## src/rtl/ap_pkg.sv

```systemverilog
package ap_pkg;
  typedef enum logic [1:0] {
    ST_IDLE = 2'd0,
    ST_CMD  = 2'd1,
    ST_DATA = 2'd2,
    ST_GAP  = 2'd3
  } ap_state_e;
endpackage

```

## src/rtl/ap_compare.sv

```systemverilog
// Masked status comparison: all-selected-bits or any-selected-bit.
module ap_compare #(
  parameter int DW = 8
) (
  input  logic [DW-1:0] status_i,
  input  logic [DW-1:0] mask_i,
  input  logic [DW-1:0] match_i,
  input  logic          or_mode_i,
  output logic          hit_o
);
  logic [DW-1:0] agree;
  logic          all_ok;
  logic          any_ok;

  generate
    for (genvar b = 0; b < DW; b++) begin : g_bit
      assign agree[b] = ~(status_i[b] ^ match_i[b]);
    end
  endgenerate

  assign all_ok = &(agree | ~mask_i);
  assign any_ok = |(agree & mask_i);
  assign hit_o  = or_mode_i ? any_ok : all_ok;
endmodule

```

## src/rtl/ap_shifter.sv

```systemverilog
// Drives instruction nibbles (high first) and assembles the status byte.
module ap_shifter #(
  parameter int DW    = 8,
  parameter int LANES = 4,
  parameter int NIB   = 2,
  parameter int CW    = 1
) (
  input  logic             clk,
  input  logic             rst_n,
  input  logic [DW-1:0]    opcode_i,
  input  logic [CW-1:0]    nib_i,
  input  logic             cap_i,
  input  logic [LANES-1:0] q_in_i,
  output logic [LANES-1:0] q_out_o,
  output logic [DW-1:0]    byte_o
);
  logic [LANES-1:0] onib [NIB];
  logic [DW-1:0]    sh;

  generate
    for (genvar k = 0; k < NIB; k++) begin : g_nib
      assign onib[k] = opcode_i[DW-1-k*LANES -: LANES];
    end
  endgenerate

  assign q_out_o = onib[nib_i];

  always_ff @(posedge clk) begin
    if (!rst_n)     sh <= '0;
    else if (cap_i) sh <= {sh[DW-LANES-1:0], q_in_i};
  end

  // full byte is formed with the nibble present on the final sample edge
  assign byte_o = {sh[DW-LANES-1:0], q_in_i};
endmodule

```

## src/rtl/ap_interval.sv

```systemverilog
// Counts the chip-select-high gap: 2 system clocks per serial period.
module ap_interval #(
  parameter int IW = 16
) (
  input  logic          clk,
  input  logic          rst_n,
  input  logic          load_i,
  input  logic          run_i,
  input  logic [IW-1:0] interval_i,
  output logic          expire_o
);
  localparam int CW = IW + 2;
  logic [CW-1:0] cnt;
  logic [CW-1:0] limit;

  assign limit = (interval_i == '0) ? CW'(2) : {1'b0, interval_i, 1'b0};

  always_ff @(posedge clk) begin
    if (!rst_n)      cnt <= '0;
    else if (load_i) cnt <= '0;
    else if (run_i)  cnt <= cnt + CW'(1);
  end

  assign expire_o = run_i && (cnt == limit - CW'(1));
endmodule

```

## src/rtl/ap_status_poller.sv

```systemverilog
module ap_status_poller #(
  parameter int DW    = 8,
  parameter int LANES = 4,
  parameter int IW    = 16
) (
  input  logic             clk,
  input  logic             rst_n,
  input  logic [DW-1:0]    cfg_opcode,
  input  logic [DW-1:0]    cfg_mask,
  input  logic [DW-1:0]    cfg_match,
  input  logic [IW-1:0]    cfg_interval,
  input  logic             cfg_or_mode,
  input  logic             cfg_auto_stop,
  input  logic             cfg_irq_en,
  input  logic             start,
  input  logic             abort,
  input  logic             clr_match,
  input  logic             clr_done,
  input  logic [LANES-1:0] q_in,
  output logic [LANES-1:0] q_out,
  output logic             q_oe,
  output logic             cs_n,
  output logic             sck,
  output logic             busy,
  output logic             match_flag,
  output logic             done_flag,
  output logic             irq
);
  import ap_pkg::*;

  localparam int NIB = DW / LANES;
  localparam int CW  = (NIB > 1) ? $clog2(NIB) : 1;
  localparam logic [CW-1:0] LAST = CW'(NIB - 1);

  ap_state_e     st;
  logic          ph;
  logic [CW-1:0] nib;
  logic          match_q;
  logic          done_q;

  logic          active;
  logic          last_edge;
  logic          hit_raw;
  logic          hit;
  logic          stop_hit;
  logic          kill;
  logic          done_set;
  logic          gap_load;
  logic          gap_expire;
  logic          cap;
  logic [DW-1:0] rx_byte;

  assign active    = (st == ST_CMD) || (st == ST_DATA);
  assign last_edge = (st == ST_DATA) && ph && (nib == LAST);
  assign hit       = last_edge && hit_raw;
  assign stop_hit  = hit && cfg_auto_stop;
  assign kill      = abort && (st != ST_IDLE);
  assign done_set  = kill || (stop_hit && !abort);
  assign gap_load  = last_edge && !stop_hit && !abort;
  assign cap       = (st == ST_DATA) && ph;

  ap_shifter #(.DW(DW), .LANES(LANES), .NIB(NIB), .CW(CW)) u_shift (
    .clk      (clk),
    .rst_n    (rst_n),
    .opcode_i (cfg_opcode),
    .nib_i    (nib),
    .cap_i    (cap),
    .q_in_i   (q_in),
    .q_out_o  (q_out),
    .byte_o   (rx_byte)
  );

  ap_compare #(.DW(DW)) u_cmp (
    .status_i  (rx_byte),
    .mask_i    (cfg_mask),
    .match_i   (cfg_match),
    .or_mode_i (cfg_or_mode),
    .hit_o     (hit_raw)
  );

  ap_interval #(.IW(IW)) u_gap (
    .clk        (clk),
    .rst_n      (rst_n),
    .load_i     (gap_load),
    .run_i      (st == ST_GAP),
    .interval_i (cfg_interval),
    .expire_o   (gap_expire)
  );

  // sequencer
  always_ff @(posedge clk) begin
    if (!rst_n) begin
      st  <= ST_IDLE;
      ph  <= 1'b0;
      nib <= '0;
    end else if (kill) begin
      st  <= ST_IDLE;
      ph  <= 1'b0;
      nib <= '0;
    end else begin
      unique case (st)
        ST_IDLE: begin
          if (start && !abort) begin
            st  <= ST_CMD;
            ph  <= 1'b0;
            nib <= '0;
          end
        end
        ST_CMD: begin
          ph <= ~ph;
          if (ph) begin
            if (nib == LAST) begin
              st  <= ST_DATA;
              nib <= '0;
            end else begin
              nib <= nib + CW'(1);
            end
          end
        end
        ST_DATA: begin
          ph <= ~ph;
          if (ph) begin
            if (nib == LAST) begin
              st  <= stop_hit ? ST_IDLE : ST_GAP;
              nib <= '0;
            end else begin
              nib <= nib + CW'(1);
            end
          end
        end
        ST_GAP: begin
          if (gap_expire) begin
            st <= ST_CMD;
            ph <= 1'b0;
          end
        end
        default: st <= ST_IDLE;
      endcase
    end
  end

  // sticky flags: a set in the same cycle as a clear wins
  always_ff @(posedge clk) begin
    if (!rst_n) begin
      match_q <= 1'b0;
      done_q  <= 1'b0;
    end else begin
      if (hit && !abort) match_q <= 1'b1;
      else if (clr_match) match_q <= 1'b0;
      if (done_set)      done_q <= 1'b1;
      else if (clr_done) done_q <= 1'b0;
    end
  end

  assign cs_n       = ~active;
  assign sck        = active && ph;
  assign q_oe       = (st == ST_CMD);
  assign busy       = (st != ST_IDLE);
  assign match_flag = match_q;
  assign done_flag  = done_q;
  assign irq        = match_q && cfg_irq_en;


  abort_stop_chk: assert property (@(posedge clk) disable iff (!rst_n)
    busy && abort |=> !busy && cs_n && !sck && done_flag);


  abort_beats_match_chk: assert property (@(posedge clk) disable iff (!rst_n)
    abort && !match_flag |=> !match_flag);


  auto_stop_chk: assert property (@(posedge clk) disable iff (!rst_n)
    hit && cfg_auto_stop && !abort |=> !busy && cs_n && done_flag && match_flag);


  clr_match_chk: assert property (@(posedge clk) disable iff (!rst_n)
    clr_match && !hit |=> !match_flag);


  gap_min_chk: assert property (@(posedge clk) disable iff (!rst_n)
    $rose(cs_n) && busy |=> cs_n);


  idle_start_chk: assert property (@(posedge clk) disable iff (!rst_n)
    !busy && start && !abort |=> busy && !cs_n);
endmodule

```

## config.mk

```make
export PLATFORM = sky130hd
export DESIGN_NAME = ap_status_poller
export DESIGN_NICKNAME = d
export VERILOG_FILES = /design/src/rtl/ap_pkg.sv /design/src/rtl/ap_compare.sv /design/src/rtl/ap_shifter.sv /design/src/rtl/ap_interval.sv /design/src/rtl/ap_status_poller.sv
export SDC_FILE = /design/constraint.sdc
export NUM_CORES = 1
export LEC_CHECK = 0
export CAP_MARGIN = 0
export CORE_MARGIN = 4
export CORE_UTILIZATION = 30
export CTS_BUF_LIST = sky130_fd_sc_hd__clkbuf_2 sky130_fd_sc_hd__clkbuf_4 sky130_fd_sc_hd__clkbuf_8
export CTS_CLUSTER_DIAMETER = 120
export DETAILED_ROUTE_END_ITERATION = 8
export MAX_ROUTING_LAYER = met4
export PLACE_DENSITY = 0.65
export SLEW_MARGIN = 30
export SYNTH_ARGS = -nofsm -noshare
export SYNTH_HDL_FRONTEND = slang
export SYNTH_SLANG_ARGS = --single-unit
export TNS_END_PERCENT = 5
```

## constraint.sdc

```tcl
create_clock -name clk -period 4.1 [get_ports clk]
set_clock_uncertainty 0.2 [all_clocks]
set_input_delay 0.82 -clock clk [delete_from_list [all_inputs] [get_ports clk]]
set_output_delay 0.82 -clock clk [all_outputs]
set_load 0.05 [all_outputs]
```

==> impl_metrics.csv, run 1 <==
group,metric,value,unit
die,start_util,0.314,
critical_path,critPathMaxStageDelay,0.54,ns
die,ioPinCount,64,
yosys,yosys.area_share.xor_xnor,0.152,
clock_tree,clkLatencyLatePin,0.27,ns
timing,holdWs,0.281,ns
drt,routedWlPerCell,13.1,um
pwr,p_per_area,233,mW/mm^2
timing,tns,0,ns
critical_path,ff2ff_path_depth,10,
yosys,synth_area,0.00218,mm^2
timing,post-route-min-period,3.95,ns
critical_path,critPathMaxFanout,3,
drt,dr.pass1.iters,4,
timing,relSlewSlack,0.592,
yosys,synth_cell_type_count,48,
yosys,syn_avg_cell_area,7.74,um^2
critical_path,required,4.11,ns
yosys,synth-simple-area-share,0.293,
critical_path,reg2reg_from,"st[0]$_SDFFE_PP0P_",
clock_tree,cts_sinks,28,
flow_run,max-cap-violations,0,
drt,initialDrtViolationCount,98,
die,rows,30,
outcome,outcome,"finished, final reports clean",
hold_path,worstHoldEndpoint,"u_shift.sh[0]$_SDFFE_PN0P_",
yosys,ys_ff_latch,28,
final_layout,antennaDiodeCount,0,
timing,max_clock_freq,253,MHz
placement,pre_cts_slack,-0.408,ns
critical_path,cp-start-kind,"input port",
drt,num_vias,2260,
drt,viasPerCell,4.93,
grt,grt_pass1_wl,9.82,mm
critical_path,critPathSlowestCell,"or4_4",
final_layout,area_growth,47.3,%
grt,grt_start_max_net_pins,19,
final_layout,fillers,675,
clock_tree,cts_tree,"done",
clock_tree,cts_setup_buffers,0,
critical_path,cp_data_arrival_time,3.97,ns
yosys,synth_fa_ha_area_frac,0.0344,
grt,grt_pass1_vias,2201,
hold_path,hold_start,"u_shift.sh[0]$_SDFFE_PN0P_",
yosys,netlist_instances,282,
yosys,synth_edf_count,0,
timing,hold_violations,0,
yosys,seq_area_frac_synth,0.257,
yosys,synthMuxAreaShare,0.0539,
placement,gp_congestion,0.843,
drt,routed_wl,5.99,mm
placement,portBuffers,63,
timing,setup_viol,0,
timing,fin_ws,0.148,ns
yosys,ys.warnings.count,0,
critical_path,crit_chain,"clkdlybuf4s50_1 > nor4_4 > a31oi_2 > ha_1 > xor2_1 > o211ai_1 > nor4b_1 > o21ai_1 > and4bb_1 > a32oi_2 > or4_4 > a21oi_2",
critical_path,ff2ff_setup_slack,1.35,ns
die,die_area,0.00871,mm^2
timing,worst_pin_slew,0.611,ns
yosys,ys.flop_type,"dfxtp_1",
clock_tree,clk_path_buf_depth,2,
clock_tree,numCtsBuffers,3,
hold_path,whs_path_depth,2,
final_layout,multi_input_area,0.00157,mm^2
yosys,synth-compound-area-share,0.157,
die,core,0.00694,mm^2
yosys,synth_fp_nets,341,
timing,period_share,0.964,
yosys,synth_top_family_by_area,"simple AND/OR/NAND/NOR gates",
critical_path,r2r-end,"st[1]$_SDFFE_PP0P_",
critical_path,setup.worst_path.class,"input port to flop",
clock_tree,cts_max_level,1,
placement,dp_hpwl,4.88,mm
clock_tree,cts.reportedPaths.clkPinSlew,0.09,ns
timing,maxSlewViolCount,0,
pwr,leakagePower,1.25,nW
drt,ant_nets,0,
final_layout,final_net_count,422,
hold_path,hp-class,"flop to flop",
drt,drc,0,
die,die_x,93.3,um
critical_path,end_kind,"flop",
final_layout,ff_latch_area,561,um^2
pwr,irDropWorstVdd,0.000217,V
grt,gr-total-overflow,0,
final_layout,drive_gt1_frac,0.135,
clock_tree,cts_hold_buf,0,
die,fp.dieH,93.3,um
grt,antenna_found_initial,0,
yosys,async_reset_ff_frac,0,
grt,grt_util_all_layers,0.141,
clock_tree,cts-root-buf,"clkbuf_8",
metal layers:
metal | global-route usage | vias up | routed length, um
met5 | - | - | 0
met4 | 0.0452 | 0 | 89
met3 | 0.0169 | 7 | 229
met2 | 0.239 | 42 | 2880
met1 | 0.173 | 1047 | 2790
li1 | - | 1164 | -
cell usage in the layout (no fill, tap or decap), types with 2 or more instances in the layout:
master and n:
o22ai_1 5, ha_1 6, nand2b_1 3, mux2i_1 5
o21ai_0 5, nand2_1 24, xnor2_1 20, clkdlybuf4s50_1 55
a311oi_1 2, nor4_1 2, nor4_4 2, nand3b_1 3
nor2b_1 2, nor4b_1 2, nor2_1 34, xor2_1 18
dlymetal6s2s_1 8, or4_4 3, nand4_1 12, clkbuf_8 4
nor3_1 6, inv_1 17, a21boi_0 6, and3_1 4
a21oi_1 5, buf_4 26, a22oi_1 5, dfxtp_1 28
or3_1 2, and2_1 5, nor3b_2 2, mux2_2 6
nand3_1 9, o211ai_1 3
power breakdown:
part           internal (mW)  total [mW]  switching (mW)
registers              0.279       0.288         0.00914
clock network         0.0860       0.172          0.0859
logic                  0.134       0.291           0.157
area by class of cell:
class | count | share of cell area
inverter | 17 | 0.0198
clock buffer | 4 | 0.0171
sequential | 28 | 0.174
multi-input combinational | 224 | 0.489
tap | 96 | 0.0373
timing repair buffer | 89 | 0.263
worst max-delay path by stage:
stage / from / end
finish: cfg_interval[11] / st[1]$_SDFFE_PP0P_
global route: cfg_interval[8] / st[1]$_SDFFE_PP0P_
CTS: cfg_interval[6] / st[1]$_SDFFE_PP0P_
detailed placement: cfg_interval[5] / st[1]$_SDFFE_PP0P_
global placement: cfg_interval[1] / st[1]$_SDFFE_PP0P_
floorplan: cfg_interval[4] / st[1]$_SDFFE_PP0P_
Yosys cell counts, types with 4 or more instances:
cell type   n  area share
o22ai_1     5       0.014
nand3_1     9       0.021
nand2_1    24       0.041
mux2_2      6       0.031
a21boi_0    6       0.021
or4_1       4       0.014
and3_1      4       0.011
dfxtp_1    28        0.26
xor2_1     18       0.072
ha_1        6       0.034
clkbuf_1   10       0.017
nand4_1    12       0.034
a21oi_1     6       0.014
nor2_1     35       0.060
nor3_1      6       0.014
and2_1      5       0.014
mux2i_1     5       0.023
o21ai_0     6       0.014
xnor2_1    20       0.080
inv_1      17       0.029
a22oi_1     5       0.017
registers in the layout, summed over array words and instances (netlist names):
name	flops
st	2
nib	1
ph	1
done_flag	1
match_flag	1
u_gap.cnt	18
u_shift.sh	4
cells by family (layout without fill, tap and decap cells):
kind of cell / Yosys count / count (layout)
flip-flops: 28 / 28
AO/OA/AOI/OAI: 47 / 47
XOR/XNOR: 38 / 38
AND/OR/NAND/NOR: 122 / 122
adder cells (fa/ha/maj): 6 / 6
multiplexers: 11 / 11
buffers and inverters: 30 / 110
repair_timing:
action / CTS / global route
pin swaps: 7 / 12
endpoints found under the setup margin: 2 / 2
cloned: 0 / 0
gates resized for setup: 6 / 17
through the flow:
step                cell area [um^2]  power, mW  instances   util
floorplan                       2180      0.443        282      -
global placement                3080      0.570        454  0.443
detailed placement              3080      0.572        454  0.443
CTS                             3150      0.745        458  0.454
global route                    3220      0.792        458  0.463
finish                          3220      0.751        458  0.463
worst max-delay path, delay by kind of cell:
kind / cells / cell delay [ns]
simple gates: 4 / 1.49
compound gates: 5 / 0.68
buf+inv: 1 / 0.47
fa+ha+maj: 1 / 0.33
xor+xnor: 1 / 0.17
Power figures use the tool's default switching activity.
==> inputs of run 2 (changes only) <==
--- a/config.mk
+++ b/config.mk
@@ -17,4 +17,4 @@
 export SYNTH_ARGS = -nofsm -noshare
 export SYNTH_HDL_FRONTEND = slang
 export SYNTH_SLANG_ARGS = --single-unit
-export TNS_END_PERCENT = 5
+export TNS_END_PERCENT = 1
==> results of run 2 <==
No change in the layout: final DEF, timing and power equal those of run 1.
==> inputs of run 3 (changes only) <==
==> constraint.sdc (replaced) <==
create_clock -name clk -period 3.3 [get_ports clk]
set_clock_uncertainty 0.2 [all_clocks]
set_input_delay 0.66 -clock clk [delete_from_list [all_inputs] [get_ports clk]]
set_output_delay 0.66 -clock clk [all_outputs]
set_load 0.05 [all_outputs]
==> run 3 against run 2 <==
Critical path depth up 2. Clock-buffer cell count down 1. Via count up 1.2%. Global-route usage down 0.087 points. First-iteration DRC count down 19%. Die area unchanged. The run now ends with setup timing left. Combinational power up 38%. Cell area up 3.8%. Register-to-register slack worse by 0.60 ns. Sequential power up 22%. Final cell count up 2.2%. Largest cell class unchanged.
==> impl_metrics.csv, run 3 (same netlist as run 1, synthesis figures left out) <==
group,metric,value,unit
outcome,outcome,"finished with violations",
outcome,violations,"setup timing",
critical_path,end_kind,"flop",
placement,pre_cts_slack,-0.854,ns
final_layout,antennaDiodeCount,0,
drt,viasPerCell,4.89,
timing,max_clock_freq,285,MHz
timing,tns,-0.599,ns
grt,grt_util_all_layers,0.140,
placement,placed_cells,458,
timing,maxSlewViolCount,0,
drt,routedWlPerCell,12.7,um
timing,setup_viol,3,
final_layout,layout_commonest_cell,"clkdlybuf4s50_1",
timing,period_share,1.06,
final_layout,stdcell_count,468,
critical_path,cp_data_arrival_time,3.52,ns
pwr,leakagePower,1.28,nW
grt,grt_pass1_wl,9.83,mm
die,core,0.00694,mm^2
clock_tree,clkLatencyLatePin,0.27,ns
pwr,p_per_area,305,mW/mm^2
clock_tree,cts-root-buf,"clkbuf_8",
drt,drc,0,
timing,worst_pin_slew,0.523,ns
final_layout,largest_reg_flops,18,
drt,dr.pass1.iters,4,
timing,post-route-min-period,3.51,ns
placement,gp_congestion,0.868,
timing,holdWs,0.282,ns
grt,grt.busiest_layer,"met2",
grt,use_met3,0.0169,
grt,antenna_found_initial,0,
clock_tree,numCtsBuffers,3,
die,ioPinCount,64,
critical_path,required,3.31,ns
clock_tree,cts_tree,"done",
hold_path,hp-class,"flop to flop",
final_layout,drive_gt1_frac,0.185,
final_layout,final_cell_mix,"48 x clkdlybuf4s50_1, 34 x nor2_1, 33 x buf_4",
drt,initialDrtViolationCount,79,
grt,grt_start_max_net_pins,19,
die,start_util,0.314,
timing,relSlewSlack,0.650,
final_layout,area_growth,52.9,%
clock_tree,cts_sinks,28,
timing,rsz0062_at_grt,"yes",
clock_tree,cts_max_level,1,
drt,num_vias,2287,
critical_path,setup.worst_path.class,"input port to flop",
drt,routed_wl,5.94,mm
critical_path,cp-start-kind,"input port",
timing,hold_violations,0,
clock_tree,clk_path_buf_depth,2,
placement,dp_hpwl,4.86,mm
final_layout,final_net_count,432,
pwr,irDropWorstVdd,0.000323,V
die,die_area,0.00871,mm^2
timing,fin_ws,-0.213,ns
grt,grt_pass1_vias,2194,
die,rows,30,
critical_path,critPathMaxFanout,4,
grt,grt_use_met2,0.238,
clock_tree,cts.reportedPaths.clkPinSlew,0.10,ns
grt,grt_use_met1,0.173,
flow_run,max-cap-violations,0,
placement,portBuffers,63,
final_layout,top_regs,"u_gap.cnt (18), u_shift.sh (4), st (2)",
final_layout,top_register,"u_gap.cnt",
drt,ant_nets,0,
die,die_x,93.3,um
grt,gr-total-overflow,0,
die,fp.dieH,93.3,um
final_layout,fillers,681,
[run 3: cell count changes in the layout (fill, tap and decap cells not counted), moves of 3 or more]
cell,change
buf_6,+5
buf_2,+3
buf_4,+7
dlymetal6s2s_1,-7
clkdlybuf4s50_1,-7
dlygate4sd2_1,+6
[run 3: path summary, 6_finish.rpt]
path | from | end | slack [ns] | cells past startpoint
worst max register to register | st[0]$_SDFFE_PP0P_ | st[1]$_SDFFE_PP0P_ | 0.75 | 10
worst max-delay path | cfg_interval[7] | st[1]$_SDFFE_PP0P_ | -0.21 | 14
worst min register to register | u_shift.sh[3]$_SDFFE_PN0P_ | u_shift.sh[3]$_SDFFE_PN0P_ | 0.28 | 2
worst min-delay path | u_shift.sh[3]$_SDFFE_PN0P_ | u_shift.sh[3]$_SDFFE_PN0P_ | 0.28 | 2
[run 3: area by class of cell]
cell class              count  area [um^2]  share of cell area
clock inverters             1         30.0             0.00900
inverters                  17         63.8              0.0191
repair buffers             99          900               0.269
multi-input cells         224         1620               0.486
clock buffers               3         41.3              0.0124
well taps                  96          120              0.0360
flip-flops and latches     28          561               0.168
[run 3: repair_timing]
item | in CTS | in global routing
buffers inserted | 5 | 1
hold buffers | 0 | 0
setup endpoints to repair | 3 | 3
resized for setup | 44 | 12
pin swaps | 13 | 15
[run 3: through the flow]
| step | cell area, um^2 | util | total power, mW |
|---|---|---|---|
| detailed placement | 3140 | 0.453 | 0.723 |
| global placement | 3140 | 0.453 | 0.719 |
| CTS | 3290 | 0.474 | 1.01 |
| global route | 3340 | 0.481 | 1.08 |
| floorplan | 2220 | - | 0.558 |
| finish | 3340 | 0.481 | 1.02 |
[run 3: per-layer routing]
metal  vias to the layer above  part of all wire
met1                      1040              0.45
met4                         0             0.013
met3                         8             0.049
li1                       1181                 -
met5                         -                 0
met2                        58              0.49
[run 3: power by group]
part	internal, mW	switching [mW]
logic	0.188	0.214
clock network	0.162	0.103
registers	0.346	0.00606
[run 3: worst max-delay path: stages]
cell and delay, ns:
buf_6 0.09, or4_4 0.55, nor2_4 0.15, a31oi_4 0.11, ha_4 0.19, buf_6 0.12
xor2_1 0.15, nor2_1 0.13, a21oi_2 0.05, a2111oi_0 0.37, and4bb_1 0.28, a32oi_2 0.14
or4_1 0.42, a21oi_1 0.12
